`src/rtl/uart_de_tx_pkg.sv`:
```
package uart_de_tx_pkg;

    // Width of one serial character payload
    localparam int CHAR_W  = 8;
    // Shift image: stop, ninth/filler, data, start
    localparam int FRAME_W = CHAR_W + 3;
    // Bit counter must hold FRAME_W
    localparam int LEFT_W  = $clog2(FRAME_W + 1);

    typedef enum logic [1:0] {
        SEQ_IDLE,
        SEQ_LEAD,
        SEQ_SHIFT,
        SEQ_TRAIL
    } seq_state_e;

    // One queued character, with its format latched at write time
    typedef struct packed {
        logic              nine;
        logic              bit8;
        logic [CHAR_W-1:0] data;
    } char_t;

endpackage

```
`src/rtl/uart_de_tx_fifo.sv`:
```
module uart_de_tx_fifo
    import uart_de_tx_pkg::*;
#(
    parameter  int DEPTH = 8,
    localparam int PTR_W = (DEPTH > 1) ? $clog2(DEPTH) : 1,
    localparam int CNT_W = $clog2(DEPTH + 1)
) (
    input  logic             clk,
    input  logic             rst_n,
    input  logic             push,
    input  char_t            push_data,
    input  logic             pop,
    output char_t            head,
    output logic [CNT_W-1:0] level
);

    typedef struct packed {
        char_t [DEPTH-1:0] mem;
        logic [PTR_W-1:0]  wp;
        logic [PTR_W-1:0]  rp;
        logic [CNT_W-1:0]  cnt;
    } fifo_st_t;

    fifo_st_t q, d;
    logic push_ok, pop_ok;

    always_comb begin
        d       = q;
        push_ok = push && (q.cnt < CNT_W'(DEPTH));
        pop_ok  = pop && (q.cnt != '0);
        if (push_ok) begin
            d.mem[q.wp] = push_data;
            d.wp = (q.wp == PTR_W'(DEPTH - 1)) ? '0 : q.wp + 1'b1;
        end
        if (pop_ok) begin
            d.rp = (q.rp == PTR_W'(DEPTH - 1)) ? '0 : q.rp + 1'b1;
        end
        case ({push_ok, pop_ok})
            2'b10:   d.cnt = q.cnt + 1'b1;
            2'b01:   d.cnt = q.cnt - 1'b1;
            default: d.cnt = q.cnt;
        endcase
    end

    always_ff @(posedge clk) begin
        if (!rst_n) begin
            q.wp  <= '0;
            q.rp  <= '0;
            q.cnt <= '0;
            q.mem <= q.mem;
        end else begin
            q <= d;
        end
    end

    assign head  = q.mem[q.rp];
    assign level = q.cnt;

endmodule

```
`src/rtl/uart_de_tx_seq.sv`:
```
module uart_de_tx_seq
    import uart_de_tx_pkg::*;
(
    input  logic  clk,
    input  logic  rst_n,
    input  logic  baud_tick,
    input  logic  de_on,
    input  logic  avail,
    input  char_t head,
    output logic  pop,
    output logic  frame_end,
    output logic  tx,
    output logic  de_act
);

    typedef struct packed {
        seq_state_e         st;
        logic [FRAME_W-1:0] sh;
        logic [LEFT_W-1:0]  left;
    } seq_st_t;

    seq_st_t q, d;
    logic    load;

    always_comb begin
        d         = q;
        load      = 1'b0;
        frame_end = 1'b0;
        case (q.st)
            SEQ_IDLE: begin
                if (baud_tick && avail) begin
                    if (de_on) d.st = SEQ_LEAD;
                    else       load = 1'b1;
                end
            end
            SEQ_LEAD: begin
                if (baud_tick) begin
                    if (avail) load = 1'b1;
                    else       d.st = SEQ_IDLE;
                end
            end
            SEQ_SHIFT: begin
                if (baud_tick) begin
                    if (q.left == LEFT_W'(1)) begin
                        frame_end = 1'b1;
                        if (avail)      load = 1'b1;
                        else if (de_on) d.st = SEQ_TRAIL;
                        else            d.st = SEQ_IDLE;
                    end else begin
                        d.sh   = {1'b1, q.sh[FRAME_W-1:1]};
                        d.left = q.left - 1'b1;
                    end
                end
            end
            SEQ_TRAIL: begin
                if (baud_tick) begin
                    if (avail) load = 1'b1;
                    else       d.st = SEQ_IDLE;
                end
            end
            default: d.st = SEQ_IDLE;
        endcase
        if (load) begin
            d.st   = SEQ_SHIFT;
            d.sh   = {1'b1, (head.nine ? head.bit8 : 1'b1), head.data, 1'b0};
            d.left = head.nine ? LEFT_W'(CHAR_W + 3) : LEFT_W'(CHAR_W + 2);
        end
    end

    always_ff @(posedge clk) begin
        if (!rst_n) begin
            q.st   <= SEQ_IDLE;
            q.sh   <= '1;
            q.left <= '0;
        end else begin
            q <= d;
        end
    end

    assign pop    = load;
    assign tx     = (q.st == SEQ_SHIFT) ? q.sh[0] : 1'b1;
    assign de_act = de_on && (q.st != SEQ_IDLE);

endmodule

```
`src/rtl/uart_de_tx_status.sv`:
```
module uart_de_tx_status #(
    parameter  int DEPTH = 8,
    localparam int CNT_W = $clog2(DEPTH + 1)
) (
    input  logic             clk,
    input  logic             rst_n,
    input  logic             wr_req,
    input  logic             frame_end,
    input  logic [CNT_W-1:0] level,
    input  logic             ie_room,
    input  logic             ie_done,
    output logic             room,
    output logic             done,
    output logic             irq
);

    typedef struct packed {
        logic done;
    } stat_st_t;

    stat_st_t q, d;

    always_comb begin
        d = q;
        if (wr_req)                           d.done = 1'b0;
        else if (frame_end && level == '0)    d.done = 1'b1;
    end

    always_ff @(posedge clk) begin
        if (!rst_n) q.done <= 1'b1;
        else        q      <= d;
    end

    assign room = (level < CNT_W'(DEPTH));
    assign done = q.done;
    assign irq  = (room && ie_room) || (q.done && ie_done);

endmodule

```
`src/rtl/uart_de_tx.sv`:
```
module uart_de_tx
    import uart_de_tx_pkg::*;
#(
    parameter  int DEPTH = 8,
    localparam int CNT_W = $clog2(DEPTH + 1)
) (
    input  logic             clk,
    input  logic             rst_n,
    input  logic             baud_tick,
    input  logic             wr_en,
    input  logic [7:0]       wr_data,
    input  logic             wr_bit8,
    input  logic             cfg_nine,
    input  logic             cfg_de_on,
    input  logic             cfg_de_inv,
    input  logic             ie_room,
    input  logic             ie_done,
    output logic             tx_o,
    output logic             de_o,
    output logic             room_o,
    output logic             done_o,
    output logic [CNT_W-1:0] level_o,
    output logic             irq_o
);

    char_t            wr_char, head;
    logic [CNT_W-1:0] level;
    logic             pop, frame_end, de_act;

    assign wr_char = '{nine: cfg_nine, bit8: wr_bit8, data: wr_data};

    uart_de_tx_fifo #(.DEPTH(DEPTH)) fifo_i (
        .clk       (clk),
        .rst_n     (rst_n),
        .push      (wr_en),
        .push_data (wr_char),
        .pop       (pop),
        .head      (head),
        .level     (level)
    );

    uart_de_tx_seq seq_i (
        .clk       (clk),
        .rst_n     (rst_n),
        .baud_tick (baud_tick),
        .de_on     (cfg_de_on),
        .avail     (level != '0),
        .head      (head),
        .pop       (pop),
        .frame_end (frame_end),
        .tx        (tx_o),
        .de_act    (de_act)
    );

    uart_de_tx_status #(.DEPTH(DEPTH)) stat_i (
        .clk       (clk),
        .rst_n     (rst_n),
        .wr_req    (wr_en),
        .frame_end (frame_end),
        .level     (level),
        .ie_room   (ie_room),
        .ie_done   (ie_done),
        .room      (room_o),
        .done      (done_o),
        .irq       (irq_o)
    );

    assign de_o    = de_act ^ cfg_de_inv;
    assign level_o = level;

endmodule

```
`config.mk`:
```
export PLATFORM = sky130hd
export DESIGN_NAME = uart_de_tx
export DESIGN_NICKNAME = d
export VERILOG_FILES = /design/src/rtl/uart_de_tx_pkg.sv /design/src/rtl/uart_de_tx_fifo.sv /design/src/rtl/uart_de_tx_seq.sv /design/src/rtl/uart_de_tx_status.sv /design/src/rtl/uart_de_tx.sv
export SDC_FILE = /design/constraint.sdc
export NUM_CORES = 1
export LEC_CHECK = 0
export BUFFER_PORTS_ARGS = -buffer_cell sky130_fd_sc_hd__buf_2
export CAP_MARGIN = 20
export CELL_PAD_IN_SITES_DETAIL_PLACEMENT = 0
export CELL_PAD_IN_SITES_GLOBAL_PLACEMENT = 2
export CORE_MARGIN = 2
export CORE_UTILIZATION = 42
export CTS_BUF_LIST = sky130_fd_sc_hd__clkbuf_4
export CTS_CLUSTER_DIAMETER = 150
export DETAILED_ROUTE_END_ITERATION = 16
export GPL_TIMING_DRIVEN = 0
export PLACE_DENSITY = 0.84
export SYNTH_ARGS = -nofsm -noshare
export SYNTH_HDL_FRONTEND = slang
export SYNTH_HIERARCHICAL = 1
export SYNTH_SLANG_ARGS = --single-unit
```
`constraint.sdc`:
```
create_clock -name clk -period 3.13 [get_ports clk]
set_clock_uncertainty 0.15 [all_clocks]
set_input_delay 0.1565 -clock clk [delete_from_list [all_inputs] [get_ports clk]]
set_output_delay 0.1565 -clock clk [all_outputs]
set_load 0.03 [all_outputs]
```
==> reports/qor.txt, run 1 <==
Primary FF master, synth - edfxtp_1
Synthesized area per cell - 16.0 µm²
Setup crit start kind - flip-flop
Mapped Cells - 290
Reg-to-Reg Start - fifo_i/level[1]
Diode count - 0
Max stage delay cell, worst path - or4_4
Yosys top cell by area - edfxtp_1
Hold EP - seq_i/q[6]
Final Hold Vio Count - 0
Unrepaired setup endpoints after global routing - true
Global Route met1 Usage - 20.2%
Worst slack at placement - -0.250 ns
Pwr Density - 538 nW/µm²
Share of cells above drive strength 1 - 26.3%
FMAX - 334 MHz
CP Cell Sequence - buf_6, or4_4, buf_8, nand3_2, nor2_2, clkbuf_8, o41ai_4, inv_2, ha_4, xor2_1, ha_2, a21oi_2, xor2_1, or3_1, a21boi_1
Non-Filler Instances - 493
Post-synth EDFFs - 80
DIE WIDTH - 109 µm
CTS Root Cell - clkbuf_4
Cells on worst reg2reg path - 15
# nets final - 375
H-tree depth - 3
Worst-Skew Late Latency - 0.46 ns
Flop-to-flop setup slack - 0.13 ns
CP Class - flip-flop to flip-flop
Via Count - 2,614
Antenna violations before repair - 0
Clock sinks - 107
Final wirelength - 8.66 mm
Utilization after layout - 49.5%
Overflow after GRT - 0
Synth unique cells - 50
Max_slew headroom - 28.8%
Crit. End Element - flip-flop
Post-synth net total - 317
Via density - 5.30
Crit path time final - 3.00 ns
Delay-heaviest family, CP - simple AND/OR/NAND/NOR gates
CP Max Fanout - 10
Synth Register Bits - 107
Most used routing layer - met2
Slack of the critical path - 0.133 ns
Worst Path Arrival - 3.26 ns
Status - completed
Crit-path most repeated cell - xor2_1
Global-route wire length before repair - 13.8 mm
Crit Reg-Reg Endpoint - fifo_i/level[2]
Hold path startpoint - baud_tick
Initial core utilization - 42.9%
HPWL after DPL - 5.62 mm
Critical path buffers and inverters - 4
Die Area - 11,900 µm²
Hold Path Cell Cnt - 4
Total of max-cap violations - 0
Vias in the first global route - 2,671
Inst Count DP - 456
Tcrit/Tclk final - 95.8%
Final setup vio count - 0
Final setup TNS - 0 ns
Core Box Area - 10,800 µm²
Total CTS buffers - 9
Area growth, synth to finish - 15.4%
GR Layer Usage met2 - 27.2%
CTS Buffer Depth - 2
Slew @ Worst Pin - 1.06 ns
Leak Pwr - 1.90 nW
Synth area leaders - edfxtp_1, dfxtp_1, mux4_1, ha_1, mux2_2
Largest net degree at the start of global routing - 20
Drt initial violations - 135
Seq/Total Area, Yosys - 63.2%
Hold WC Path Type - input port to flip-flop
Crit path launch - fifo_i/level[1]
Num rows - 38
Residual DRC - 0
Post-synthesis async set-or-reset flop share - 0%
Final Power - 2.89 mW
GRT Total Usage - 15.9%
Drt wl/cell - 17.6 µm
GPL Wtd Cong - 0.703
Met3 usage - 3.05%
PortBufs - 26
IO Pins - 27
Number of nets with antenna violations after routing - 0
Reg clk slew, reported paths - 0.18 ns
Chip height - 109 µm
Critical path data required time - 3.39 ns
First drt pass iteration count - 4
Final Max Tran Viols - 0
VDD IR max - 0.329 mV
Share of the synthesized area in the top cell type - 51.6%
CP peak stage delay - 0.53 ns
CTS tree - yes
Synth Cell Area - 4650 µm²
Warnings, synthesis - 6
==> layout by cell type, fill, tap and decap left out, types with 8 or more instances in the layout <==
cell           instances
buf_2                 26
buf_4                  8
nor2_1                 9
mux4_1                19
mux2_2                10
nand2_1               11
inv_1                  9
dlygate4sd3_1         14
dfxtp_1               23
edfxtp_1              80
clkbuf_4               9
a221o_1                8
==> final cells by class <==
| class | count | area (µm²) |
|---|---|---|
| Clock inverter | 7 | 61.3 |
| Inverter | 10 | 37.5 |
| Timing Repair Buffer | 47 | 327 |
| Buffer | 16 | 141 |
| Tap cell | 140 | 175 |
| Fill cell | 924 | 5470 |
| Multi-Input combinational cell | 157 | 1610 |
| Sequential cell | 107 | 2950 |
| Clock buffer | 9 | 67.6 |
==> power breakdown <==
part | switching (mW) | internal, mW | leakage [nW]
combinational | 0.286 | 0.293 | 0.888
clock | 0.472 | 0.177 | 0.0699
sequential | 0.0578 | 1.60 | 0.946
total | 0.815 | 2.07 | 1.90
==> what timing repair did <==
item,CTS,global route
setup endpoints to repair,2,2
pin swaps,0,3
hold endpoints to repair,86,0
resized for setup,9,8
hold buffers,14,0
gates cloned,0,0
buffers inserted,4,2
==> metrics by stage <==
step / hold WS, ns / area (µm²)
after floorplan: 0.0725 / 4680
after global placement: 0.264 / 4980
after detailed placement: 0.271 / 4990
after CTS: 0.0327 / 5330
after global routing: 0.0671 / 5370
final: 0.0682 / 5370
==> tightest hold or removal path: cells and delay by family <==
family,cells,cell delay (ns)
and+or+nand+nor,2,0.25
buffers and inverters,1,0.13
AOI/OAI and AO/OA,1,0.13
==> registers in the layout (all words and copies together), names as in the netlist <==
name	cells
stat_i/done	1
fifo_i/level	4
fifo_i/q	86
seq_i/q	16
==> cell usage after synthesis (all sizes together) (3+ instances only) <==
cell type,count
mux2,10
nor2b,7
nand2,11
and3,3
or3,3
or3b,3
buf,7
nor3,7
a221o,9
a21o,7
ha,9
and2,3
xor2,3
nor2,10
a21oi,7
a21boi,5
dfxtp,27
nand3,4
mux4,20
clkbuf,8
nand2b,7
o21ai,4
inv,10
edfxtp,80
==> per-layer routing <==
layer  up-vias  wire length [µm]
met4         0               125
met3        10               288
met1      1271              3920
met2        48              4330
met5         -                 0
li1       1285                 -
==> logic make-up after synthesis <==
| group | synth area share [%] |
|---|---|
| AO/OA/AOI/OAI | 8.28 |
| XOR/XNOR | 0.941 |
| AND/OR/NAND/NOR | 7.61 |
| buffers and inverters | 3.44 |
| adder cells (fa/ha/maj) | 2.42 |
| multiplexers | 14.1 |
| flip-flops | 63.2 |
==> worst max path at each step <==
stage | endpoint | slack [ns] | cells past startpoint
2_1_floorplan | fifo_i/level[2] | 0.02 | 15
4_1_cts | fifo_i/level[3] | 0.001 | 12
3_5_place_dp | fifo_i/level[2] | -0.25 | 15
6_report | fifo_i/level[2] | 0.13 | 15
3_3_place_gp | fifo_i/level[2] | -0.27 | 15
5_1_grt | fifo_i/level[2] | -0.05 | 15
Power figures use the tool's default switching activity.
==> run 2, diff against run 1 <==
Settings changed: SETUP_SLACK_MARGIN from default to 0.3.
==> run 2 against run 1 <==
  * Register-to-register slack improved by 0.10 ns
  * Sequential power barely moved
  * Die area unchanged
  * Total power increased by 4.2%
  * Count of clock-buffer cells in the layout is the same
  * Sequential share of layout area decreased by 1.4 points
  * Global-route usage shrank 0.14 points
  * Non-clock buffer count is 7 higher
  * Largest cell class unchanged
  * Final area up 2.7%
  * Highest routed layer unchanged
  * Final cell count is 1.4% higher
  * Wire length is 1.2% lower
  * Largest power group unchanged
==> reports/qor.txt, run 2 (synthesis gave the netlist of run 1 again) <==
Clock sinks - 107 (unchanged)
Die Area - 11,900 µm² (unchanged)
Share of cells above drive strength 1 - 28.3% (was 26.3%)
Worst-Skew Late Latency - 0.47 ns (was 0.46 ns)
Worst Path Arrival - 3.17 ns (was 3.26 ns)
Max reg flops - 86 (unchanged)
WHS - 0.0768 ns (was 0.0682 ns)
Drt initial violations - 194 (was 135)
Residual DRC - 0 (unchanged)
Overflow after GRT - 0 (unchanged)
Vias in the first global route - 2,629 (was 2,671)
Final setup vio count - 0 (unchanged)
Max_slew headroom - 28.6% (was 28.8%)
Crit. End Element - flip-flop (unchanged)
Most flop-heavy register - fifo_i/q (unchanged)
Area growth, synth to finish - 18.5% (was 15.4%)
Initial core utilization - 42.9% (unchanged)
Final Hold Vio Count - 0 (unchanged)
Largest net degree at the start of global routing - 23 (was 20)
Number of nets with antenna violations after routing - 0 (unchanged)
Total of max-cap violations - 0 (unchanged)
Critical path data required time - 3.40 ns (was 3.39 ns)
Final wirelength - 8.56 mm (was 8.66 mm)
CP Cell Sequence - buf_6, or4_4, buf_8, nand3_4, nor2_4, buf_8, o41ai_4, inv_2, ha_4, xor2_1, ha_2, a21oi_2, xor2_1, or3_1, a21boi_1 (was buf_6, or4_4, buf_8, nand3_2, nor2_2, clkbuf_8, o41ai_4, inv_2, ha_4, xor2_1, ha_2, a21oi_2, xor2_1, or3_1, a21boi_1)
Slew @ Worst Pin - 1.07 ns (was 1.06 ns)
Setup crit start kind - flip-flop (unchanged)
Crit path time final - 2.90 ns (was 3.00 ns)
Num rows - 38 (unchanged)
Commonest non-fill, non-tap cells in the layout - edfxtp_1, buf_2, dfxtp_1 (unchanged)
Chip height - 109 µm (unchanged)
CP Max Fanout - 3 (was 10)
DIE WIDTH - 109 µm (unchanged)
Global-route wire length before repair - 13.8 mm (about the same)
Total CTS buffers - 9 (unchanged)
CTS tree - yes (unchanged)
Diode count - 0 (unchanged)
Leak Pwr - 1.96 nW (was 1.90 nW)
CTS Buffer Depth - 2 (unchanged)
GPL Wtd Cong - 0.726 (was 0.703)
Via Count - 2,633 (was 2,614)
FMAX - 345 MHz (was 334 MHz)
HPWL after DPL - 5.46 mm (was 5.62 mm)
GRT Total Usage - 15.8% (was 15.9%)
Worst slack at placement - -0.0420 ns (was -0.250 ns)
H-tree depth - 3 (unchanged)
Commonest non-fill, non-tap cell in the layout - edfxtp_1 (unchanged)
Unrepaired setup endpoints after global routing - true (unchanged)
Final Max Tran Viols - 0 (unchanged)
Pwr Density - 546 nW/µm² (was 538 nW/µm²)
Tcrit/Tclk final - 92.6% (was 95.8%)
Status - completed (unchanged)
Core Box Area - 10,800 µm² (unchanged)
Reg clk slew, reported paths - 0.19 ns (was 0.18 ns)
Drt wl/cell - 17.1 µm (was 17.6 µm)
First drt pass iteration count - 4 (unchanged)
Max stage delay cell, worst path - or4_4 (unchanged)
IO Pins - 27 (unchanged)
Hold WC Path Type - input port to flip-flop (unchanged)
Via density - 5.27 (was 5.30)
PortBufs - 26 (unchanged)
# nets final - 382 (was 375)
CP Class - flip-flop to flip-flop (unchanged)
CP peak stage delay - 0.53 ns (about the same)
CTS Root Cell - clkbuf_4 (unchanged)
VDD IR max - 0.253 mV (was 0.329 mV)
Slack of the critical path - 0.233 ns (was 0.133 ns)
Antenna violations before repair - 0 (unchanged)
-- run 2: changes by cell type in the layout (fill, tap and decap cells not counted), sizes merged --
| cell | delta |
|---|---|
| clkinvlp | -1 |
| inv | +2 |
| buf | +8 |
| clkinv | -1 |
| clkbuf | -1 |
-- run 2: critical path: cells and delay by family, from the launching register on --
kind            cells  cell delay [ns]
flops               1             0.39
xor+xnor            2             0.30
simple gates        4             0.96
fa+ha+maj           2             0.37
buf+inv             4             0.49
compound gates      3             0.20
-- run 2: area by class of cell --
type	count	area, µm²
Buffer	16	143
Clock buffer	9	67.6
Clock inverter	7	88.8
Fill cell	921	5330
Inverter	10	37.5
Multi-Input combinational cell	157	1660
Sequential cell	107	2960
Tap cell	140	175
Timing Repair Buffer	54	387
-- run 2: what timing repair did --
item / 4_1_cts / 5_1_grt
endpoints found under the setup margin: 3 / 2
setup buffers: 9 / 2
hold endpoints to repair: 86 / 0
pin swaps: 7 / 4
hold buffers: 14 / 0
gates resized for setup: 8 / 8
-- run 2: worst paths after layout --
path,start,end,slack [ns],cells after the start
setup / recovery,fifo_i/level[0],fifo_i/level[2],0.23,15
setup reg to reg,fifo_i/level[0],fifo_i/level[2],0.23,15
hold reg to reg,seq_i/q[13],seq_i/q[13],0.36,2
hold / removal,baud_tick,seq_i/q[16],0.08,3
-- run 2: routing by layer --
layer  up-vias  GRT usage (%)  routed length [µm]
li1       1287              -                   -
met1      1299           20.6                3910
met2        41           26.4                4270
met3         6           3.11                 299
met4         0           5.24                  76
met5         -              0                   0
-- run 2: power breakdown --
group | switching, mW | internal (mW) | total [mW]
registers | 0.0602 | 1.60 | 1.66
logic | 0.308 | 0.325 | 0.632
clock network | 0.515 | 0.201 | 0.716
total | 0.883 | 2.13 | 3.01
-- run 2: through the flow --
stage / cell area (µm²) / setup TNS, ns / cells / total power [mW] / util [%]
global placement: 5020 / -0.0448 / 456 / 2.22 / 46.3
CTS: 5460 / 0 / 497 / 3.00 / 50.3
floorplan: 4720 / 0 / 290 / 2.10 / -
global route: 5520 / 0 / 500 / 3.17 / 50.9
finish: 5520 / 0 / 500 / 3.01 / 50.9
detailed placement: 5050 / -0.0667 / 458 / 2.23 / 46.6
==> run 3, diff against run 2 <==
Settings changed: REMOVE_ABC_BUFFERS from default to 1.
==> run 3 against run 2 <==
  * Wire length is 5.1% lower
  * Global-route usage shrank 1.0 points
  * Core utilization is 1.9 points lower
  * Critical path depth fell by 3
  * Sequential share of layout area grew 2.1 points
  * First-iteration DRC count fell by 4.6%
  * Largest cell class unchanged
  * Highest routed layer unchanged
==> reports/qor.txt, run 3 (synthesis gave the netlist of run 1 again) <==
Final wirelength - 8.12 mm (was 8.56 mm)
Crit-path most repeated cell - xor2_1
Final Power - 2.85 mW (was 3.01 mW)
Hold path startpoint - seq_i/q[13] (was baud_tick)
Slew @ Worst Pin - 1.07 ns (about the same)
Global Route met1 Usage - 20.4% (was 20.6%)
CTS Root Cell - clkbuf_4 (unchanged)
Final Hold Vio Count - 0 (unchanged)
Flop-to-flop setup slack - 0.35 ns (was 0.23 ns)
Hold EP - seq_i/q[13] (was seq_i/q[16])
GRT Total Usage - 14.8% (was 15.8%)
FMAX - 360 MHz (was 345 MHz)
Worst-Skew Late Latency - 0.44 ns (was 0.47 ns)
Most flop-heavy register - fifo_i/q (unchanged)
Global-route wire length before repair - 13.1 mm (was 13.8 mm)
# nets final - 365 (was 382)
Worst slack at placement - -0.763 ns (was -0.0420 ns)
Unrepaired setup endpoints after global routing - true (unchanged)
Total of max-cap violations - 0 (unchanged)
CP Class - flip-flop to flip-flop (unchanged)
Final setup vio count - 0 (unchanged)
IO Pins - 27 (unchanged)
Num rows - 38 (unchanged)
Worst Path Arrival - 3.01 ns (was 3.17 ns)
Tcrit/Tclk final - 88.8% (was 92.6%)
Vias in the first global route - 2,463 (was 2,629)
Residual DRC - 0 (unchanged)
Reg clk slew, reported paths - 0.17 ns (was 0.19 ns)
Status - completed (unchanged)
Placed Area - 4900 µm² (was 5050 µm²)
Delay-heaviest family, CP - simple AND/OR/NAND/NOR gates (unchanged)
Hold Path Cell Cnt - 2 (was 3)
PortBufs - 26 (unchanged)
Final Max Tran Viols - 0 (unchanged)
Via density - 5.32 (was 5.27)
Crit Reg-Reg Endpoint - fifo_i/level[2] (unchanged)
HPWL after DPL - 5.02 mm (was 5.46 mm)
DIE WIDTH - 109 µm (unchanged)
First drt pass iteration count - 4 (unchanged)
Clock sinks - 107 (unchanged)
Hold WC Path Type - flip-flop to flip-flop (was input port to flip-flop)
Diode count - 0 (unchanged)
Final Instance Area - 5310 µm² (was 5520 µm²)
Drt wl/cell - 16.8 µm (was 17.1 µm)
Final setup TNS - 0 ns (unchanged)
Die Area - 11,900 µm² (unchanged)
Share of cells above drive strength 1 - 25.1% (was 28.3%)
H-tree depth - 3 (unchanged)
Area growth, synth to finish - 14.0% (was 18.5%)
Core Box Area - 10,800 µm² (unchanged)
Number of nets with antenna violations after routing - 0 (unchanged)
VDD IR max - 0.301 mV (was 0.253 mV)
Crit path time final - 2.78 ns (was 2.90 ns)
Critical path buffers and inverters - 1 (was 4)
Commonest non-fill, non-tap cells in the layout - edfxtp_1, buf_2, dfxtp_1 (unchanged)
Cells on worst reg2reg path - 12 (was 15)
Commonest non-fill, non-tap cell in the layout - edfxtp_1 (unchanged)
CP peak stage delay - 0.53 ns (about the same)
Initial core utilization - 42.9% (unchanged)
Crit. End Element - flip-flop (unchanged)
Leak Pwr - 1.87 nW (was 1.96 nW)
CTS Buffer Depth - 2 (unchanged)
Slack of the critical path - 0.351 ns (was 0.233 ns)
Critical path data required time - 3.36 ns (was 3.40 ns)
CP Max Fanout - 5 (was 3)
Largest net degree at the start of global routing - 23 (unchanged)
Chip height - 109 µm (unchanged)
Met3 usage - 2.33% (was 3.11%)
GPL Wtd Cong - 0.729 (was 0.726)
Antenna violations before repair - 0 (unchanged)
Max stage delay cell, worst path - or4_4 (unchanged)
CP Cell Sequence - or4_4, nand3_2, nor2_4, o41ai_2, inv_1, ha_4, xor2_1, ha_1, a21oi_1, xor2_1, or3_1, a21boi_0 (was buf_6, or4_4, buf_8, nand3_4, nor2_4, buf_8, o41ai_4, inv_2, ha_4, xor2_1, ha_2, a21oi_2, xor2_1, or3_1, a21boi_1)
GR Layer Usage met2 - 24.0% (was 26.4%)
Max reg flops - 86 (unchanged)
Reg-to-Reg Start - fifo_i/level[1] (was fifo_i/level[0])
Via Count - 2,570 (was 2,633)
Drt initial violations - 185 (was 194)
Overflow after GRT - 0 (unchanged)
Setup crit start kind - flip-flop (unchanged)
Max_slew headroom - 28.5% (was 28.6%)
CTS tree - yes (unchanged)
Pwr Density - 537 nW/µm² (was 546 nW/µm²)
Total CTS buffers - 9 (unchanged)
Most used routing layer - met2 (unchanged)
[run 3: cell types whose count changed in the layout (fill, tap and decap cells not counted), moves of 2 or more]
cell	before	now
buf_4	13	8
buf_6	8	2
buf_8	2	0
clkbuf_1	5	0
clkinv_8	3	0
dlygate4sd3_1	14	16
inv_6	2	4
inv_8	2	0
[run 3: metrics by stage]
step / hold WS, ns / util, % / std cells
floorplan: 0.0725 / - / 274
global placement: 0.262 / 44.6 / 440
detailed placement: 0.274 / 45.2 / 443
CTS: 0.327 / 48.7 / 481
global route: 0.330 / 48.9 / 483
finish: 0.342 / 48.9 / 483
[run 3: report_power, final]
part	internal, mW	total (mW)	switching, mW
clock	0.176	0.641	0.465
combinational	0.268	0.538	0.271
sequential	1.60	1.67	0.0662
[run 3: metal layers]
| layer | up-vias | share of wire (%) |
|---|---|---|
| met5 | - | 0 |
| met4 | 0 | 1.2 |
| met3 | 9 | 2.8 |
| met2 | 39 | 48 |
| met1 | 1268 | 48 |
| li1 | 1254 | - |
[run 3: final cells by class]
cell class	count	area [µm²]
clock buffers	9	67.6
flip-flops and latches	107	2950
well taps	140	175
fillers	936	5530
repair buffers	53	400
multi-input cells	157	1620
clock inverters	7	56.3
inverters	10	37.5
[run 3: how the worst max path moves through the flow]
| stage | startpoint | to | slack [ns] | depth (start not counted) |
|---|---|---|---|---|
| 2_1_floorplan | fifo_i/level[1] | fifo_i/level[2] | -0.12 | 12 |
| 3_3_place_gp | seq_i/q[0] | fifo_i/level[2] | -0.67 | 13 |
| 3_5_place_dp | seq_i/q[0] | fifo_i/level[2] | -0.76 | 13 |
| 4_1_cts | fifo_i/level[1] | fifo_i/level[3] | 0.31 | 10 |
| 5_1_grt | fifo_i/level[1] | fifo_i/level[2] | 0.23 | 12 |
| 6_report | fifo_i/level[1] | fifo_i/level[2] | 0.35 | 12 |
[run 3: worst reg2reg max path, delay by kind of cell (launching register included)]
family	cells	cell delay [ns]
xor gates and xnor gates	2	0.23
buffers and inverters	1	0.17
AOI/OAI and AO/OA	3	0.40
adders and majority gates	2	0.38
and+or+nand+nor	4	1.00
DFF	1	0.39
[run 3: timing repair]
item	4_1_cts	5_1_grt
resized for setup	15	2
endpoints found under the hold margin	94	0
setup buffers	6	2
pin swaps	2	1
setup endpoints to repair	7	2
hold buffers	16	0
